[src/rtl/cmdreg_pkg.sv]
package cmdreg_pkg;
  typedef enum logic [1:0] {
    K_NONE  = 2'd0,
    K_WRITE = 2'd1,
    K_READ  = 2'd2,
    K_CLEAR = 2'd3
  } cmd_kind_e;

  localparam logic [3:0] GRP_WRITE = 4'h1;
  localparam logic [3:0] GRP_READ  = 4'h2;
  localparam logic [3:0] GRP_CLEAR = 4'h3;
endpackage

[src/rtl/cmdreg_decode.sv]
module cmdreg_decode
  import cmdreg_pkg::*;
#(
  parameter int NUM_REGS = 4,
  parameter int SEL_W    = 2,
  parameter int CNT_W    = 3
) (
  input  logic [7:0]       code_i,
  output cmd_kind_e        kind_o,
  output logic [SEL_W-1:0] sel_o,
  output logic [CNT_W-1:0] count_o
);
  logic [3:0] grp;
  logic [3:0] low;
  logic       in_range;

  always_comb begin
    grp      = code_i[7:4];
    low      = code_i[3:0];
    in_range = (32'(low) < NUM_REGS);
    kind_o   = K_NONE;
    sel_o    = SEL_W'(low);
    count_o  = '0;
    if (in_range) begin
      case (grp)
        GRP_WRITE: begin
          kind_o  = K_WRITE;
          count_o = CNT_W'(low) + CNT_W'(1);
        end
        GRP_READ: begin
          kind_o  = K_READ;
          count_o = CNT_W'(low) + CNT_W'(1);
        end
        GRP_CLEAR: begin
          kind_o  = K_CLEAR;
          count_o = '0;
        end
        default: kind_o = K_NONE;
      endcase
    end
  end
endmodule

[src/rtl/cmdreg_seq.sv]
module cmdreg_seq
  import cmdreg_pkg::*;
#(
  parameter int SEL_W = 2,
  parameter int CNT_W = 3
) (
  input  logic             clk_i,
  input  logic             rst_ni,
  input  logic             load_i,
  input  cmd_kind_e        kind_i,
  input  logic [SEL_W-1:0] sel_i,
  input  logic [CNT_W-1:0] cnt_i,
  input  logic             step_i,
  output cmd_kind_e        kind_o,
  output logic [SEL_W-1:0] sel_o,
  output logic [SEL_W-1:0] widx_o,
  output logic             in_win_o
);
  cmd_kind_e        kind_q, kind_d;
  logic [SEL_W-1:0] sel_q, sel_d;
  logic [CNT_W-1:0] cnt_q, cnt_d;
  logic [CNT_W-1:0] idx_q, idx_d;
  logic             en;

  always_comb begin
    kind_d = kind_q;
    sel_d  = sel_q;
    cnt_d  = cnt_q;
    idx_d  = idx_q;
    en     = load_i | step_i;
    if (load_i) begin
      kind_d = kind_i;
      sel_d  = sel_i;
      cnt_d  = cnt_i;
      idx_d  = '0;
    end else if (step_i && (idx_q < cnt_q)) begin
      idx_d = idx_q + CNT_W'(1);
    end
  end

  always_ff @(posedge clk_i or negedge rst_ni) begin
    if (!rst_ni) begin
      kind_q <= K_NONE;
      sel_q  <= '0;
      cnt_q  <= '0;
      idx_q  <= '0;
    end else if (en) begin
      kind_q <= kind_d;
      sel_q  <= sel_d;
      cnt_q  <= cnt_d;
      idx_q  <= idx_d;
    end
  end

  assign kind_o   = kind_q;
  assign sel_o    = sel_q;
  assign widx_o   = idx_q[SEL_W-1:0];
  assign in_win_o = (idx_q < cnt_q);

  // a command phase restarts the word index
  a_r8_index_restart: assert property (@(posedge clk_i) disable iff (!rst_ni)
    load_i |=> (idx_q == '0));
  // the index never runs past the word count
  a_r7_index_bound: assert property (@(posedge clk_i) disable iff (!rst_ni)
    idx_q <= cnt_q);
endmodule

[src/rtl/cmdreg_regs.sv]
module cmdreg_regs #(
  parameter int NUM_REGS = 4,
  parameter int SEL_W    = 2,
  parameter int DATA_W   = 16
) (
  input  logic              clk_i,
  input  logic              rst_ni,
  input  logic              we_i,
  input  logic              clr_i,
  input  logic [SEL_W-1:0]  sel_i,
  input  logic [SEL_W-1:0]  widx_i,
  input  logic [DATA_W-1:0] wdata_i,
  input  logic [SEL_W-1:0]  rsel_i,
  input  logic [SEL_W-1:0]  ridx_i,
  output logic [DATA_W-1:0] rword_o
);
  logic [NUM_REGS-1:0][NUM_REGS-1:0][DATA_W-1:0] store;

  for (genvar k = 0; k < NUM_REGS; k++) begin : g_reg
    for (genvar w = 0; w < NUM_REGS; w++) begin : g_word
      if (w <= k) begin : g_live
        logic              hit;
        logic [DATA_W-1:0] word_d;
        logic [DATA_W-1:0] word_q;

        always_comb begin
          hit    = (sel_i == SEL_W'(k)) &&
                   (clr_i || (we_i && (widx_i == SEL_W'(w))));
          word_d = clr_i ? '0 : wdata_i;
        end

        always_ff @(posedge clk_i or negedge rst_ni) begin
          if (!rst_ni) begin
            word_q <= '0;
          end else if (hit) begin
            word_q <= word_d;
          end
        end

        assign store[k][w] = word_q;
      end else begin : g_pad
        assign store[k][w] = '0;
      end
    end
  end

  assign rword_o = store[rsel_i][ridx_i];

  // contents change only under a write or clear enable
  a_r10_store_hold: assert property (@(posedge clk_i) disable iff (!rst_ni)
    !(we_i || clr_i) |=> $stable(store));
endmodule

[src/rtl/cmdreg_access.sv]
module cmdreg_access
  import cmdreg_pkg::*;
#(
  parameter int NUM_REGS = 4,
  parameter int DATA_W   = 16
) (
  input  logic              clk_i,
  input  logic              rst_ni,
  input  logic              a0_i,
  input  logic              wr_stb_i,
  input  logic              rd_stb_i,
  input  logic [DATA_W-1:0] wdata_i,
  output logic [DATA_W-1:0] rdata_o,
  output logic              exec_o
);
  localparam int SEL_W = (NUM_REGS > 1) ? $clog2(NUM_REGS) : 1;
  localparam int CNT_W = $clog2(NUM_REGS + 1);

  logic rst_s0, rst_s1;
  always_ff @(posedge clk_i or negedge rst_ni) begin
    if (!rst_ni) begin
      rst_s0 <= 1'b0;
      rst_s1 <= 1'b0;
    end else begin
      rst_s0 <= 1'b1;
      rst_s1 <= rst_s0;
    end
  end
  logic rst_n;
  assign rst_n = rst_s1;

  logic cmd_stb, dwr, drd;
  assign cmd_stb = wr_stb_i & a0_i;
  assign dwr     = wr_stb_i & ~a0_i;
  assign drd     = rd_stb_i & ~a0_i & ~wr_stb_i;

  cmd_kind_e        dec_kind;
  logic [SEL_W-1:0] dec_sel;
  logic [CNT_W-1:0] dec_cnt;

  cmdreg_decode #(.NUM_REGS(NUM_REGS), .SEL_W(SEL_W), .CNT_W(CNT_W)) u_decode (
    .code_i (wdata_i[7:0]),
    .kind_o (dec_kind),
    .sel_o  (dec_sel),
    .count_o(dec_cnt)
  );

  cmd_kind_e        cur_kind;
  logic [SEL_W-1:0] cur_sel, widx;
  logic             in_win, we, rd_ok, clr, step;

  always_comb begin
    we    = dwr & (cur_kind == K_WRITE) & in_win;
    rd_ok = drd & (cur_kind == K_READ) & in_win;
    clr   = cmd_stb & (dec_kind == K_CLEAR);
    step  = we | rd_ok;
  end

  cmdreg_seq #(.SEL_W(SEL_W), .CNT_W(CNT_W)) u_seq (
    .clk_i   (clk_i),
    .rst_ni  (rst_n),
    .load_i  (cmd_stb),
    .kind_i  (dec_kind),
    .sel_i   (dec_sel),
    .cnt_i   (dec_cnt),
    .step_i  (step),
    .kind_o  (cur_kind),
    .sel_o   (cur_sel),
    .widx_o  (widx),
    .in_win_o(in_win)
  );

  logic [SEL_W-1:0]  wsel;
  logic [DATA_W-1:0] rword;
  assign wsel = clr ? dec_sel : cur_sel;

  cmdreg_regs #(.NUM_REGS(NUM_REGS), .SEL_W(SEL_W), .DATA_W(DATA_W)) u_regs (
    .clk_i  (clk_i),
    .rst_ni (rst_n),
    .we_i   (we),
    .clr_i  (clr),
    .sel_i  (wsel),
    .widx_i (widx),
    .wdata_i(wdata_i),
    .rsel_i (cur_sel),
    .ridx_i (widx),
    .rword_o(rword)
  );

  logic [DATA_W-1:0] rdata_d, rdata_q;
  logic              exec_d, exec_q;

  always_comb begin
    rdata_d = rd_ok ? rword : '0;
    exec_d  = clr;
  end

  always_ff @(posedge clk_i or negedge rst_n) begin
    if (!rst_n) begin
      rdata_q <= '0;
      exec_q  <= 1'b0;
    end else begin
      if (drd) rdata_q <= rdata_d;
      exec_q <= exec_d;
    end
  end

  assign rdata_o = rdata_q;
  assign exec_o  = exec_q;

  // a pulse only follows a command-phase strobe
  a_r6_exec_cause: assert property (@(posedge clk_i) disable iff (!rst_n)
    exec_o |-> $past(wr_stb_i && a0_i));
  // unknown codes never execute
  a_r9_unknown_quiet: assert property (@(posedge clk_i) disable iff (!rst_n)
    (cmd_stb && (dec_kind == K_NONE)) |=> !exec_o);
  // a read outside the window returns zero
  a_r7_zero_read: assert property (@(posedge clk_i) disable iff (!rst_n)
    (drd && !rd_ok) |=> (rdata_o == '0));
  // ignored read strobes leave rdata untouched
  a_r11_rdata_hold: assert property (@(posedge clk_i) disable iff (!rst_n)
    (rd_stb_i && (a0_i || wr_stb_i)) |=> $stable(rdata_o));
endmodule

[config.mk]
export PLATFORM = sky130hd
export DESIGN_NAME = cmdreg_access
export DESIGN_NICKNAME = d
export VERILOG_FILES = /design/src/rtl/cmdreg_pkg.sv /design/src/rtl/cmdreg_decode.sv /design/src/rtl/cmdreg_seq.sv /design/src/rtl/cmdreg_regs.sv /design/src/rtl/cmdreg_access.sv
export SDC_FILE = /design/constraint.sdc
export NUM_CORES = 1
export LEC_CHECK = 0
export ABC_AREA = 1
export BUFFER_PORTS_ARGS = -buffer_cell sky130_fd_sc_hd__buf_2
export CAP_MARGIN = 0
export CORE_UTILIZATION = 48
export CTS_BUF_LIST = sky130_fd_sc_hd__clkbuf_2
export CTS_CLUSTER_SIZE = 40
export DETAILED_ROUTE_END_ITERATION = 16
export MAX_ROUTING_LAYER = met4
export PLACE_DENSITY = 0.67
export SYNTH_ARGS = -nofsm -noshare
export SYNTH_HDL_FRONTEND = slang
export SYNTH_SLANG_ARGS = --single-unit
[constraint.sdc]
create_clock -name clk_i -period 5.9 [get_ports clk_i]
set_clock_uncertainty 0.05 [all_clocks]
set_input_delay 0 -clock clk_i [delete_from_list [all_inputs] [get_ports clk_i]]
set_output_delay 0 -clock clk_i [all_outputs]
set_load 0.01 [all_outputs]
==> out/metrics.csv <==
stage;metric;value;unit
routing;top sig layer;met4;
synth;Yosys reg bits;189;
grt;pin count of the biggest net entering global routing;188;
synth;post-synth top area share;48.8;%
synth;Yosys warning total;0;
hold_path;worst hold stages;4;
routing;met2 WL;13.8;mm
timing;fin. max-slew vios;0;
clock_tree;CTS Hold Bufs;27;
routing;number of DRC markers in iteration 0;1027;
setup_path;critical path arrival;4.43;ns
die;CORE AREA;19700;sq um
setup_path;slowest CP cell;dlygate4sd3_1;
setup_path;CP top delay family;buffers and inverters;
routing;DR vias/cell;6.00;
place;HPWL after DPL;16.6;mm
layout;share of post-route cells with drive strength above 1;8.44;%
die;Initial Util;49.3;%
hold_path;Hold Path Class;primary input to register;
setup_path;Critical Path RT;6.52;ns
die;Chip Width;144;um
clock_tree;Post-CTS Setup Inserts;0;
routing;First-pass DRT Iterations;6;
routing;DRC;0;
synth;Async SR Flop Fraction;100;%
timing;RSZ-0062 raised after global routing;no;
clock_tree;CTS tree;built;
synth;count leader, synth;nand2_1;
hold_path;Hold EP;u_seq.sel_o[1];
clock_tree;CTS Root Cell;clkbuf_2;
die;row count;51;
clock_tree;Longest Clk Path Bufs;2;
timing;WHS;0.0747;ns
die;die area;20800;sq um
clock_tree;Reg clk slew, reported paths;0.24;ns
die;Chip Height;144;um
layout;Layout Cells excl Fill;1523;
synth;number of synthesized flops with an enable pin;0;
setup_path;CP Capture Type;register;
synth;top cells by count, synth;nand2_1, dfrtp_1, nand4_1;
clock_tree;CTS resizes;0;
timing;setup TNS;0;ns
routing;Antenna Nets Post-Route;0;
timing;min Tclk post-route;3.81;ns
power_and_ir_drop;VDD IR max;129;uV
setup_path;CP peak stage delay;0.74;ns
outcome;status;finished, final reports clean;
setup_path;CP bufs+invs;5;
hold_path;Hold Crit Start;wdata_i[1];
layout;register area;4730;sq um
place;IO Port Bufs;37;
setup_path;CP startpoint kind;primary input;
synth;Cells after Synth;1250;
routing;post-DR wirelength/cell;19.8;um
timing;Worst Tran Pin Value;1.18;ns
synth;top post-synthesis cells by area;dfrtp_1, nand2_1, nand4_1;
synth;Mapped Area;9690;sq um
setup_path;worst flop-to-flop path startpoint;u_seq.idx_q[1];
synth;Mapped Avg Cell Area;7.76;sq um
routing;DRT met1 WL;13.1;mm
setup_path;CP cell instances;dlygate4sd3_1, buf_2, nand2_1, dlygate4sd3_1, clkinv_2, nand3_2, dlygate4sd3_1, nor2_4, nand2_1, nand2_4, nand3_1, nand2_1, nand2_1;
power_and_ir_drop;overall power;2.45;mW
routing;routed vias;9137;
layout;Fillers;1912;
grt;GRT overflow;0;
synth;Mapped Nets;1278;
layout;Multi-input gate area;4320;sq um
layout;P&R area growth vs syn;6.57;%
synth;Primary FF master, synth;dfrtp_1;
synth;most area-hungry cell type in the Yosys netlist;dfrtp_1;
clock_tree;htree depth;4;
setup_path;r2r setup slk;2.73;ns
timing;period utilisation layout;64.5;%
timing;Max Clk Rate;263;MHz
layout;nets@finish;1271;
grt;vias in the first global route;8437;
setup_path;Crit Path Class;primary input to register;
place;GP Congestion;0.941;
layout;Finished Core Util;52.6;%
die;I/O pin count;38;
place;placed insts;1462;
timing;setup violators final;0;
setup_path;Critical Path Fanout Max;54;
power_and_ir_drop;leakage power;5.41;nW
grt;antenna violations before repair;1;
setup_path;FF-to-FF End;u_regs.g_reg[1].g_word[0].g_live.word_q[8];
routing;met3 wire len;2.39;mm
grt;first-pass GRT wire length;47.4;mm
power_and_ir_drop;Power Density;237;nW/um^2
setup_path;r2r worst-path depth;7;
setup_path;Top cell by count, worst path;nand2_1;
clock_tree;clock net sink count;189;
grt;GRT Total Usage;31.1;%
clock_tree;TritonCTS buffer count;17;
timing;Max-Slew Margin vs Limit;20.9;%
synth;Yosys cell types;29;
timing;count of final hold-check violations;0;
clock_tree;clk_lat worst skew;0.78;ns
routing;final wirelength;30.2;mm
flow_run;max cap viols;0;
synth;Seq/Total Area, Yosys;48.8;%
-- where the power goes --
part	leakage (nW)	internal [mW]	switching, mW
Combinational	2.65	0.102	0.323
Clock	0.133	0.199	0.454
Sequential	2.62	1.34	0.0312
-- metal layers --
layer / vias up / GRT usage (%)
li1: 4193 / -
met1: 4448 / 42.2
met2: 451 / 47.1
met3: 45 / 4.37
met4: 0 / 12.0
met5: - / -
-- flip-flops by register name, indices dropped and copies added, names as in the netlist --
name and cells:
rst_n 1, u_seq.kind_o 2, rdata_o 16, u_regs.g.g_word.g_live.word_q 160, u_seq.sel_o 2, u_seq.idx_q 3
exec_o 1, rst_s0 1, u_seq.cnt_q 3
-- worst register-to-register path, cell delays in order (launching register included) --
cell and delay, ns:
dfrtp_1 1.00, inv_1 0.57, ha_1 0.35, nand4_1 0.10
nand2_2 0.25, nand3_1 0.58, nand2_1 0.14, nand2_1 0.10
-- layout by cell type, fill, tap and decap left out, drive strengths merged, types with 2 or more instances in the layout --
master,n
inv,30
nand2,494
clkinv,7
nand4,168
dfrtp,189
nor2,46
o22ai,6
dlygate4sd3,27
nand3,100
clkinvlp,3
o21ai,53
xor2,2
clkbuf,21
diode,2
bufinv,2
buf,53
a21oi,42
ha,7
o21bai,2
-- kinds of logic (layout without fill, tap and decap cells) --
| kind of cell | count (synthesis) | in the layout | share of synthesized area, % |
|---|---|---|---|
| AO/OA/AOI/OAI | 104 | 104 | 5.52 |
| XOR/XNOR | 2 | 2 | 0.181 |
| adder cells (fa/ha/maj) | 7 | 7 | 0.903 |
| buffers and inverters | 137 | 143 | 6.89 |
| flip-flops | 189 | 189 | 48.8 |
| other | 1 | 3 | 0.0387 |
| AND/OR/NAND/NOR | 810 | 810 | 37.7 |
-- stage by stage --
step	setup slack, ns	instance area, sq um
after floorplan	0.193	9690
after global placement	2.95	9830
after detailed placement	2.83	9830
after CTS	2.27	10300
after global routing	1.92	10300
final	2.09	10300
-- worst max path at each step --
stage | start | endpoint | slack, ns | depth (start not counted)
6_report | a0_i | u_regs.g_reg[1].g_word[0].g_live.word_q[8] | 2.09 | 13
3_3_place_gp | u_seq.idx_q[1] | u_regs.g_reg[1].g_word[0].g_live.word_q[15] | 2.95 | 7
2_1_floorplan | rst_n | exec_o | 0.19 | 0
3_5_place_dp | u_seq.idx_q[1] | u_regs.g_reg[1].g_word[0].g_live.word_q[10] | 2.83 | 7
4_1_cts | wr_stb_i | u_regs.g_reg[1].g_word[0].g_live.word_q[8] | 2.27 | 13
5_1_grt | a0_i | u_regs.g_reg[1].g_word[0].g_live.word_q[13] | 1.92 | 13
-- layout make-up --
type | count | share of cell area [%]
well taps | 265 | 3.21
repair buffers | 80 | 5.81
clock inverters | 11 | 1.16
clock buffers | 21 | 1.02
flip-flops and latches | 189 | 45.8
multi-input cells | 924 | 41.8
inverters | 31 | 1.14
diodes | 2 | 0.0484
No activity file was read; power rests on OpenSTA's default activity.
